**src/rtl/rr_lock_arbiter.sv**
```systemverilog
module rr_lock_arbiter #(
  parameter int N = 16,
  localparam int IW = $clog2(N)
) (
  input  logic          clk,
  input  logic          rst_n,
  input  logic [N-1:0]  req_i,
  input  logic [N-1:0]  lock_i,
  input  logic          xfer_done_i,
  output logic [N-1:0]  grant_o,
  output logic [IW-1:0] owner_o
);

  logic [IW-1:0] ptr_q;
  logic [IW-1:0] pick;
  logic          busy_q;
  logic          arb_en;
  logic          hold;
  logic          any_req;

  assign arb_en  = !busy_q || xfer_done_i;
  assign hold    = lock_i[owner_o];
  assign any_req = |req_i;

  always_comb begin
    pick = '0;
    for (int k = N; k >= 1; k--) begin
      if (req_i[(int'(ptr_q) + k) % N]) pick = IW'((int'(ptr_q) + k) % N);
    end
  end

  always_ff @(posedge clk or negedge rst_n) begin
    if (!rst_n) begin
      grant_o <= N'(1);
      owner_o <= '0;
      ptr_q   <= '0;
      busy_q  <= 1'b0;
    end else if (arb_en) begin
      if (hold) begin
        busy_q <= 1'b1;
      end else if (any_req) begin
        grant_o <= N'(1) << pick;
        owner_o <= pick;
        ptr_q   <= pick;
        busy_q  <= 1'b1;
      end else begin
        grant_o <= N'(1);
        owner_o <= '0;
        busy_q  <= 1'b0;
      end
    end
  end

  p_onehot_r2: assert property (@(posedge clk) disable iff (!rst_n)
    $countones(grant_o) == 1);

  p_owner_match_r2: assert property (@(posedge clk) disable iff (!rst_n)
    grant_o[owner_o]);

  p_hold_r5: assert property (@(posedge clk) disable iff (!rst_n)
    busy_q && !xfer_done_i |=> $stable(grant_o) && $stable(owner_o));

  p_lock_r6: assert property (@(posedge clk) disable iff (!rst_n)
    arb_en && lock_i[owner_o] |=> $stable(owner_o));

  p_park_r4: assert property (@(posedge clk) disable iff (!rst_n)
    arb_en && !hold && !any_req |=> owner_o == '0);

  p_winner_req_r3: assert property (@(posedge clk) disable iff (!rst_n)
    arb_en && !hold && any_req |=> (grant_o & $past(req_i)) != '0);

endmodule

```
**config.mk**
```make
export PLATFORM = sky130hd
export DESIGN_NAME = rr_lock_arbiter
export DESIGN_NICKNAME = d
export VERILOG_FILES = /design/src/rtl/rr_lock_arbiter.sv
export SDC_FILE = /design/constraint.sdc
export NUM_CORES = 1
export LEC_CHECK = 0
export ABC_AREA = 0
export ABC_CLOCK_PERIOD_IN_PS = 9250
export BUFFER_PORTS_ARGS = -buffer_cell sky130_fd_sc_hd__buf_4
export CAP_MARGIN = 20
export CORE_MARGIN = 2
export CORE_UTILIZATION = 43
export CTS_BUF_LIST = sky130_fd_sc_hd__clkbuf_8
export DETAILED_ROUTE_END_ITERATION = 6
export PLACE_DENSITY = 0.75
export SLEW_MARGIN = 20
export SYNTH_ARGS = -nofsm -noshare
export SYNTH_HDL_FRONTEND = slang
export SYNTH_SLANG_ARGS = --single-unit
```
**constraint.sdc**
```tcl
create_clock -name clk -period 9.25 [get_ports clk]
set_input_delay 0 -clock clk [delete_from_list [all_inputs] [get_ports clk]]
set_output_delay 0 -clock clk [all_outputs]
set_load 0.01 [all_outputs]
```
## Word level (Yosys, flattened, before mapping)

Cells that the tools add are included.

- Flip-flop bits (word level): 25
- Output and inout port bits: 20
- Logic and storage cells: 146

- Bitwise gates (word level): 17
- Order comparisons: 17
- Add/subtract/negate cells: 16
- Reduce and logical (&&, ||, !) cells: 21
- Muxes and demuxes: 70
- Shifts and indexed selects: 1

Operators with widths:

| cell | number |
|---|---|
| less-than comparator 5 x 6 -> 1 bit, second input constant | 16 |
| binary-select mux 1 bit (select 4 bit) | 17 |
| two-way mux 4 bit | 17 |
| OR reduction 4 bit | 16 |
| two-way mux 1 bit | 35 |
| adder 4 bit, second input constant | 8 |
| adder 4 x 3 -> 4 bit, second input constant | 4 |
| AND 1 bit, first input constant | 16 |
| two-way mux 16 bit | 1 |
| OR reduction 16 bit | 1 |
| left shift 1 x 4 -> 16 bit, first input constant | 1 |
| adder 4 x 1 -> 4 bit, second input constant | 2 |
| adder 4 x 2 -> 4 bit, second input constant | 2 |
| less-than comparator 4 x 5 -> 1 bit, second input constant | 1 |
| AND reduction 3 bit | 1 |
| AND reduction 2 bit | 1 |
| logical NOT 1 bit | 1 |
| logical OR 1 bit | 1 |
| NOT 1 bit | 1 |

## Depth between registers and ports, before layout

Gate-level depths: netlist (run 1).

- Word-level depth: 24
- Depth in mapped cells: 18
- Gate-level depth less buffers: 11

## Worst setup path before layout (run 1)

No wires, ideal clock.

- Path kind: register -> register
- Start point: reg ptr_q[0]
- End point: reg grant_o[8]
- Library setup time: 0.096 ns
- Stages on the path, launching flop included: 17
- Arrival: 4.069 ns
- Setup slack: 5.085 ns
- Period minus slack after synthesis: 4.165 ns
- Cells stage by stage: dfrtp_1 buf_6 buf_12 buf_6 buf_4 inv_1 ha_1 clkbuf_1 mux4_2 mux2i_1 nand2b_1 o31ai_1 o31a_1 o211a_1 o41a_1 or4_4 o31ai_1

- Word-level cells in the longest chain between the ends: 22
- Elaborated cells between the ends (all ways): 82

RTL lines:

| element | line | text |
|---|---|---|
| start, declared | 14 | `logic [IW-1:0] ptr_q;` |
| start signal, assigned | 44 | `ptr_q <= pick;` |
| adder 4 x 1 -> 4 bit | 28 | `if (req_i[(int'(ptr_q) + k) % N]) pick = IW'((int'(ptr_q) + k) % N);` |
| binary-select mux 1 bit (select 4 bit) | 28 |  |
| two-way mux 1 bit (implied by the code) (2 in a row) | 28 |  |
| two-way mux 4 bit (15 in a row) | 28 |  |
| two-way mux 4 bit (*) | 28 |  |
| left shift 1 x 4 -> 16 bit (*) | 42 | `grant_o <= N'(1) << pick;` |
| two-way mux 16 bit (*) | 41 | `end else if (any_req) begin` |
| end signal, assigned | 42 |  |
| end, declared | 10 | `output logic [N-1:0] grant_o,` |

Mark *: on every way between the ends. The rest lies on a longest branch, timed or not. The select of a mux whose other input is x is not followed.
A chain may end at the register's enable or synchronous reset.

## Worst setup path after layout (run 1)

- Start point: reg ptr_q[1]
- End point: reg grant_o[5]

Same word-level chain as after synthesis.

==> results.md, run 1 <==
- Outcome: finished, violations left
- Failing checks: DRC
- Number of iterations in the first detailed-routing pass: 7
- CTS tree: done
- Share of cells above drive strength 1: 24.9%
- Area grow syn2layout: 12.5%
- Flops & latches, synth: 25
- Max incr delay on CP: around 1.1 ns
- Die H: approximately 100 microns
- Critical Path AT: ~5.5 ns
- Yosys top cell by area: dfrtp_1
- Vias in the first global route: 3744
- Setup TNS: 0 ns
- Gate Count Post-Synth: 424
- Max Root-Sink Buffers: 2
- Largest net degree at the start of global routing: 50
- WL per Instance: 22.1 microns
- CP endpoint kind: flip-flop
- Most frequent cell after synthesis: nand2_1
- DRC violations left: 1
- Area share of the largest cell type after synthesis: 15.6%
- Ys flop type: dfrtp_1
- R2r startpoint: ptr_q[1]
- H-tree levels: 1
- I/O pins: 55
- Post-synth EDFFs: 0
- Tmin final: approximately 5.3 ns
- N_diodes: 0
- Max Fclk: 190 MHz
- Final setup fails: 0
- CP Max Fanout: 28
- Num CTS Buffers: 3
- CP max-delay cell: ha_1
- Post-synth cell types: 77
- Worst endpoint required time: 9.42 ns
- Max_cap viols: 0
- Ys Warns: 0
- GRT Overall Usage: about a quarter
- Via density: 6.98
- Detailed Place HPWL: 9.65 mm
- Die area: ~9700 sq um
- Register Area: 628 sq um
- Top post-synthesis cells by area: dfrtp_1, mux4_2, mux2i_1
- Initial drt markers: 597
- CORE AREA: 8680 sq um
- Syn avg cell area: 9.05 sq um
- # fillers: 824
- Clk_lat worst skew: 0.27 ns
- Asr flop ratio synth: 100%
- CP Cell Sequence: buf_4, clkinv_1, ha_1, mux4_2, mux2i_1, or2_2, o31a_1, mux2i_1, a2111oi_0, o41a_1, o211ai_1, o31ai_1
- Critical path class: flip-flop to flip-flop
- Chip Width: 98.5 microns
- CTS sink cnt: 25
- R2R setup slack: 3.98 ns
- Multi-input gate area: 3030 sq um
- IO buf count: 54
- Top cells by count, synth: nand2_1, nor2_1, mux2i_1
- Root Buffer Master: clkbuf_8
- RSZ-0062 raised after global routing: no
- Worst Reg2Reg Path Length in Cells: 12
- Relative slew margins: between 30% and 40%
- Initial antenna violation count: 0
- Seq/Total Area, Yosys: 16.3%
- Initial cell density of the core: about 44%
- Reg2reg end: grant_o[5]
- Cell Rows: 34
- Hold WC Path Type: input pin to async pin
- GRT Residual Overflow: 0
- Fin. Hold Viols: 0
- Via Count: 3976
- CTS clock-pin slew for the worst setup and hold paths: approximately 0.090 ns
- Area of the mapped netlist: roughly 3800 sq um
- Antenna viol nets, final: 0
- Slew @ Worst Pin: roughly 0.95 ns
- Net Count, Synth: 466
- Final #Nets: 505
- Post-Route WL: between 10 and 15 mm
- Final worst path period share: 57.0%
- Crit start category: flip-flop
- First-pass GRT wire length: ~20 mm
- Setup bufs post-CTS: 0
- Skew final: roughly 0.0055 ns
- Slew Limit Fails: 0
- Cell repeated most along the worst path: mux2i_1
- Routability cong.: between 1 and 1.5
==> per-layer routing <==
| layer | global-route usage (%) | up-vias | wire length, microns |
|---|---|---|---|
| met4 | 8.01 | 0 | 370 |
| met5 | 0 | - | 0 |
| met1 | 37.1 | 1893 | 5180 |
| met2 | 40.0 | 275 | 5900 |
| li1 | - | 1761 | - |
| met3 | 3.40 | 47 | 1170 |
==> metrics by stage <==
| step | instances | util (%) | hold slack, ns | worst slack, ns | area (sq um) |
|---|---|---|---|---|---|
| final | 570 | 49.8 | 0.165 | 3.98 | 4320 |
| after global routing | 570 | 49.8 | 0.198 | 3.75 | 4320 |
| after CTS | 570 | 49.8 | 0.174 | 4.17 | 4320 |
| after detailed placement | 565 | 49.1 | -0.0820 | 4.22 | 4260 |
| after global placement | 565 | 49.1 | -0.0889 | 4.25 | 4260 |
| after floorplan | 424 | - | -0.296 | 5.09 | 3840 |
==> flip-flops by register name, summed over array words and instances (netlist names) <==
register  flops
busy_q        1
grant_o      16
owner_o       4
ptr_q         4
==> logic make-up after synthesis <==
kind of cell,count (synthesis),synth area share (%)
AND/OR/NAND/NOR,148,18.6
AO/OA/AOI/OAI,123,24.1
multiplexers,72,29.6
buffers and inverters,33,4.73
flip-flops,25,16.3
XOR/XNOR,16,4.34
adder cells (fa/ha/maj),7,2.28
==> area by class of cell <==
type,count,share of cell area (%)
repair buffers,60,10.5
well taps,108,3.13
clock buffers,3,0.956
inverters,7,0.609
multi-input cells,366,70.2
flip-flops and latches,25,14.5
clock inverters,1,0.0869
==> repair_timing <==
item                      in CTS  in global routing
hold buffers                   1                  0
gates resized for setup        0                  0
hold endpoints to repair      25                  0
==> how the worst max path moves through the flow <==
stage,from,end,slack (ns),cells after the start
floorplan,ptr_q[0],grant_o[8],5.09,16
global placement,ptr_q[1],grant_o[7],4.25,12
detailed placement,ptr_q[0],grant_o[5],4.22,12
CTS,ptr_q[1],grant_o[5],4.17,12
global route,ptr_q[1],grant_o[0],3.75,12
finish,ptr_q[1],grant_o[5],3.98,12
==> cell usage in the layout, fill, tap and decap left out, types with 10 or more instances in the layout <==
cell type | netlist | final
mux2i_1 | 25 | 25
buf_4 | 3 | 59
nor3_1 | 11 | 11
o21ai_0 | 14 | 14
a22oi_1 | 10 | 10
o31ai_1 | 17 | 17
nor2_1 | 28 | 28
xnor2_1 | 12 | 12
a21oi_1 | 19 | 19
dfrtp_1 | 24 | 23
mux4_2 | 23 | 23
nand2_1 | 53 | 53
==> critical path: cells and delay by family (launching register included) <==
family | cells | cell delay [ns]
mux | 3 | 0.87
buf+inv | 2 | 0.81
compound gates | 5 | 1.86
flops | 1 | 0.33
simple gates | 1 | 0.19
fa+ha+maj | 1 | 1.10
Power of run 1 is not shown: default switching activity piles up to over one toggle a cycle in this logic, so the estimate is an artifact.
==> run 2, diff against run 1 <==
--- a/config.mk
+++ b/config.mk
@@ -6,7 +6,7 @@
 export NUM_CORES = 1
 export LEC_CHECK = 0
 export ABC_AREA = 0
-export ABC_CLOCK_PERIOD_IN_PS = 9250
+export ABC_CLOCK_PERIOD_IN_PS = 5300
 export BUFFER_PORTS_ARGS = -buffer_cell sky130_fd_sc_hd__buf_4
 export CAP_MARGIN = 20
 export CORE_MARGIN = 2
==> constraint.sdc (replaced) <==
create_clock -name clk -period 5.3 [get_ports clk]
set_input_delay 0 -clock clk [delete_from_list [all_inputs] [get_ports clk]]
set_output_delay 0 -clock clk [all_outputs]
set_load 0.01 [all_outputs]
==> results.md, run 2 (synthesis results as in run 1) <==
- Outcome: finished, final reports clean
- # fillers: approximately 830
- Setup TNS: 0 ns
- Die H: between 90 and 100 microns
- I/O pins: 55
- WL per Instance: 21.3 microns
- CTS sink cnt: 25
- DRC violations left: 0
- Initial drt markers: 400
- Chip Width: between 90 and 100 microns
- Vias in the first global route: 3569
- Via density: 6.85
- CTS clock-pin slew for the worst setup and hold paths: 0.09 ns
- Fin. Hold Viols: 0
- Worst endpoint required time: 5.42 ns
- RSZ-0062 raised after global routing: no
- Die area: 9700 sq um
- Initial antenna violation count: 0
- Met3 WL: 999 microns
- Final setup fails: 0
- Max incr delay on CP: around 0.8 ns
- Relative slew margins: a little under two fifths
- Max Fclk: 231 MHz
- CP max-delay cell: o41ai_2
- Tmin final: 4.32 ns
- Slew Limit Fails: 0
- Post-Route WL: 12.2 mm
- Top sig layer: met4
- Antenna viol nets, final: 0
- GRT Overall Usage: 24.9%
- H-tree levels: 1
- Num CTS Buffers: 3
- Max_cap viols: 0
- Initial cell density of the core: 44.2%
- Largest net degree at the start of global routing: 49
- Hold WC Path Type: input pin to async pin
- Via Count: 3916
- Crit start category: flip-flop
- Max Root-Sink Buffers: 2
- N_diodes: 0
- CP Cell Sequence: buf_4, ha_1, xnor2_1, nor2_1, a22o_1, o31ai_1, nor4_1, o211ai_1, o31ai_1, o41ai_2, o31ai_1
- Max reg flops: 16
- Most frequent cells in the layout: buf_4, nand2_1, nor2_1
- Area grow syn2layout: 12.9%
- IO buf count: 54
- Critical path class: flip-flop to flip-flop
- CORE AREA: 8680 sq um
- Critical Path AT: 4.44 ns
- Top Registers: grant_o: 16 flops, owner_o: 4 flops, ptr_q: 4 flops
- CTS tree: done
- Final worst path period share: 81.6%
- Cell Rows: 34
- Worst Reg2Reg Path Length in Cells: 11
- CP Max Fanout: 48
- Share of cells above drive strength 1: between 20% and 30%
- Metal-1 WL: 5.09 mm
- CP endpoint kind: flip-flop
- Final #Nets: 507
- Slew @ Worst Pin: between 0.9 and 1 ns
- GRT Residual Overflow: 0
- Metal2 WL: 5.84 mm
- Skew final: 0.00654 ns
- Root Buffer Master: clkbuf_8
- Commonest non-fill, non-tap cell in the layout: buf_4
- Detailed Place HPWL: 9.37 mm
- Reg with most FFs: grant_o
- Number of iterations in the first detailed-routing pass: 6
- Routability cong.: 1.06
- Clk_lat worst skew: 0.27 ns
- First-pass GRT wire length: 19.7 mm
- Cell repeated most along the worst path: o31ai_1
-- run 2: cell count changes in the layout (fill, tap and decap cells not counted) --
cell      change
buf_4         +2
clkinv_2      +1
inv_1         -1
-- run 2: final timing paths --
check	from	endpoint	slack, ns
min reg2reg	grant_o[3]	grant_o[3]	0.49
min in group clk	req_i[15]	busy_q	0.16
max in group asynchronous	rst_n	grant_o[0]	4.85
max reg2reg	ptr_q[0]	grant_o[8]	0.98
max	ptr_q[0]	grant_o[8]	0.98
min	rst_n	grant_o[3]	0.16
-- run 2: per-layer routing --
| metal | vias to the layer above | track usage, % |
|---|---|---|
| met5 | - | 0 |
| met4 | 0 | 4.64 |
| met2 | 232 | 39.8 |
| met1 | 1885 | 37.3 |
| li1 | 1768 | - |
| met3 | 31 | 2.34 |
-- run 2: layout make-up --
| class | count | area [sq um] | share of cell area [%] |
|---|---|---|---|
| Clock inverter | 1 | 5.00 | 0.115 |
| Inverter | 7 | 26.3 | 0.606 |
| Timing Repair Buffer | 62 | 468 | 10.8 |
| Clock buffer | 3 | 41.3 | 0.953 |
| Tap cell | 108 | 135 | 3.12 |
| Multi-Input combinational cell | 366 | 3030 | 69.9 |
| Sequential cell | 25 | 628 | 14.5 |
-- run 2: worst max-delay path, delay by kind of cell (launching register included) --
kind	cells	cell delay, ns
AND/OR/NAND/NOR	2	0.26
XOR/XNOR	1	0.31
adder cells (fa/ha/maj)	1	0.45
AO/OA/AOI/OAI	6	2.22
flip-flops	1	0.36
buffers and inverters	1	0.55
-- run 2: metrics by stage --
| stage | setup WS [ns] | std cells | hold WS [ns] | util [%] | instance area [sq um] |
|---|---|---|---|---|---|
| detailed placement | 1.04 | 567 | -0.0757 | 49.3 | 4280 |
| global route | 0.643 | 572 | 0.181 | 49.9 | 4330 |
| floorplan | 1.14 | 424 | -0.296 | - | 3840 |
| global placement | 1.10 | 567 | -0.0869 | 49.3 | 4280 |
| finish | 0.977 | 572 | 0.158 | 49.9 | 4330 |
| CTS | 1.01 | 572 | 0.164 | 49.9 | 4330 |
-- run 2: timing repair --
action | CTS | global route
hold buffers | 1 | 0
endpoints found under the hold margin | 25 | 0
buffers inserted | 0 | 0
resized for setup | 0 | 0
Power of run 2 is left out for the same reason.
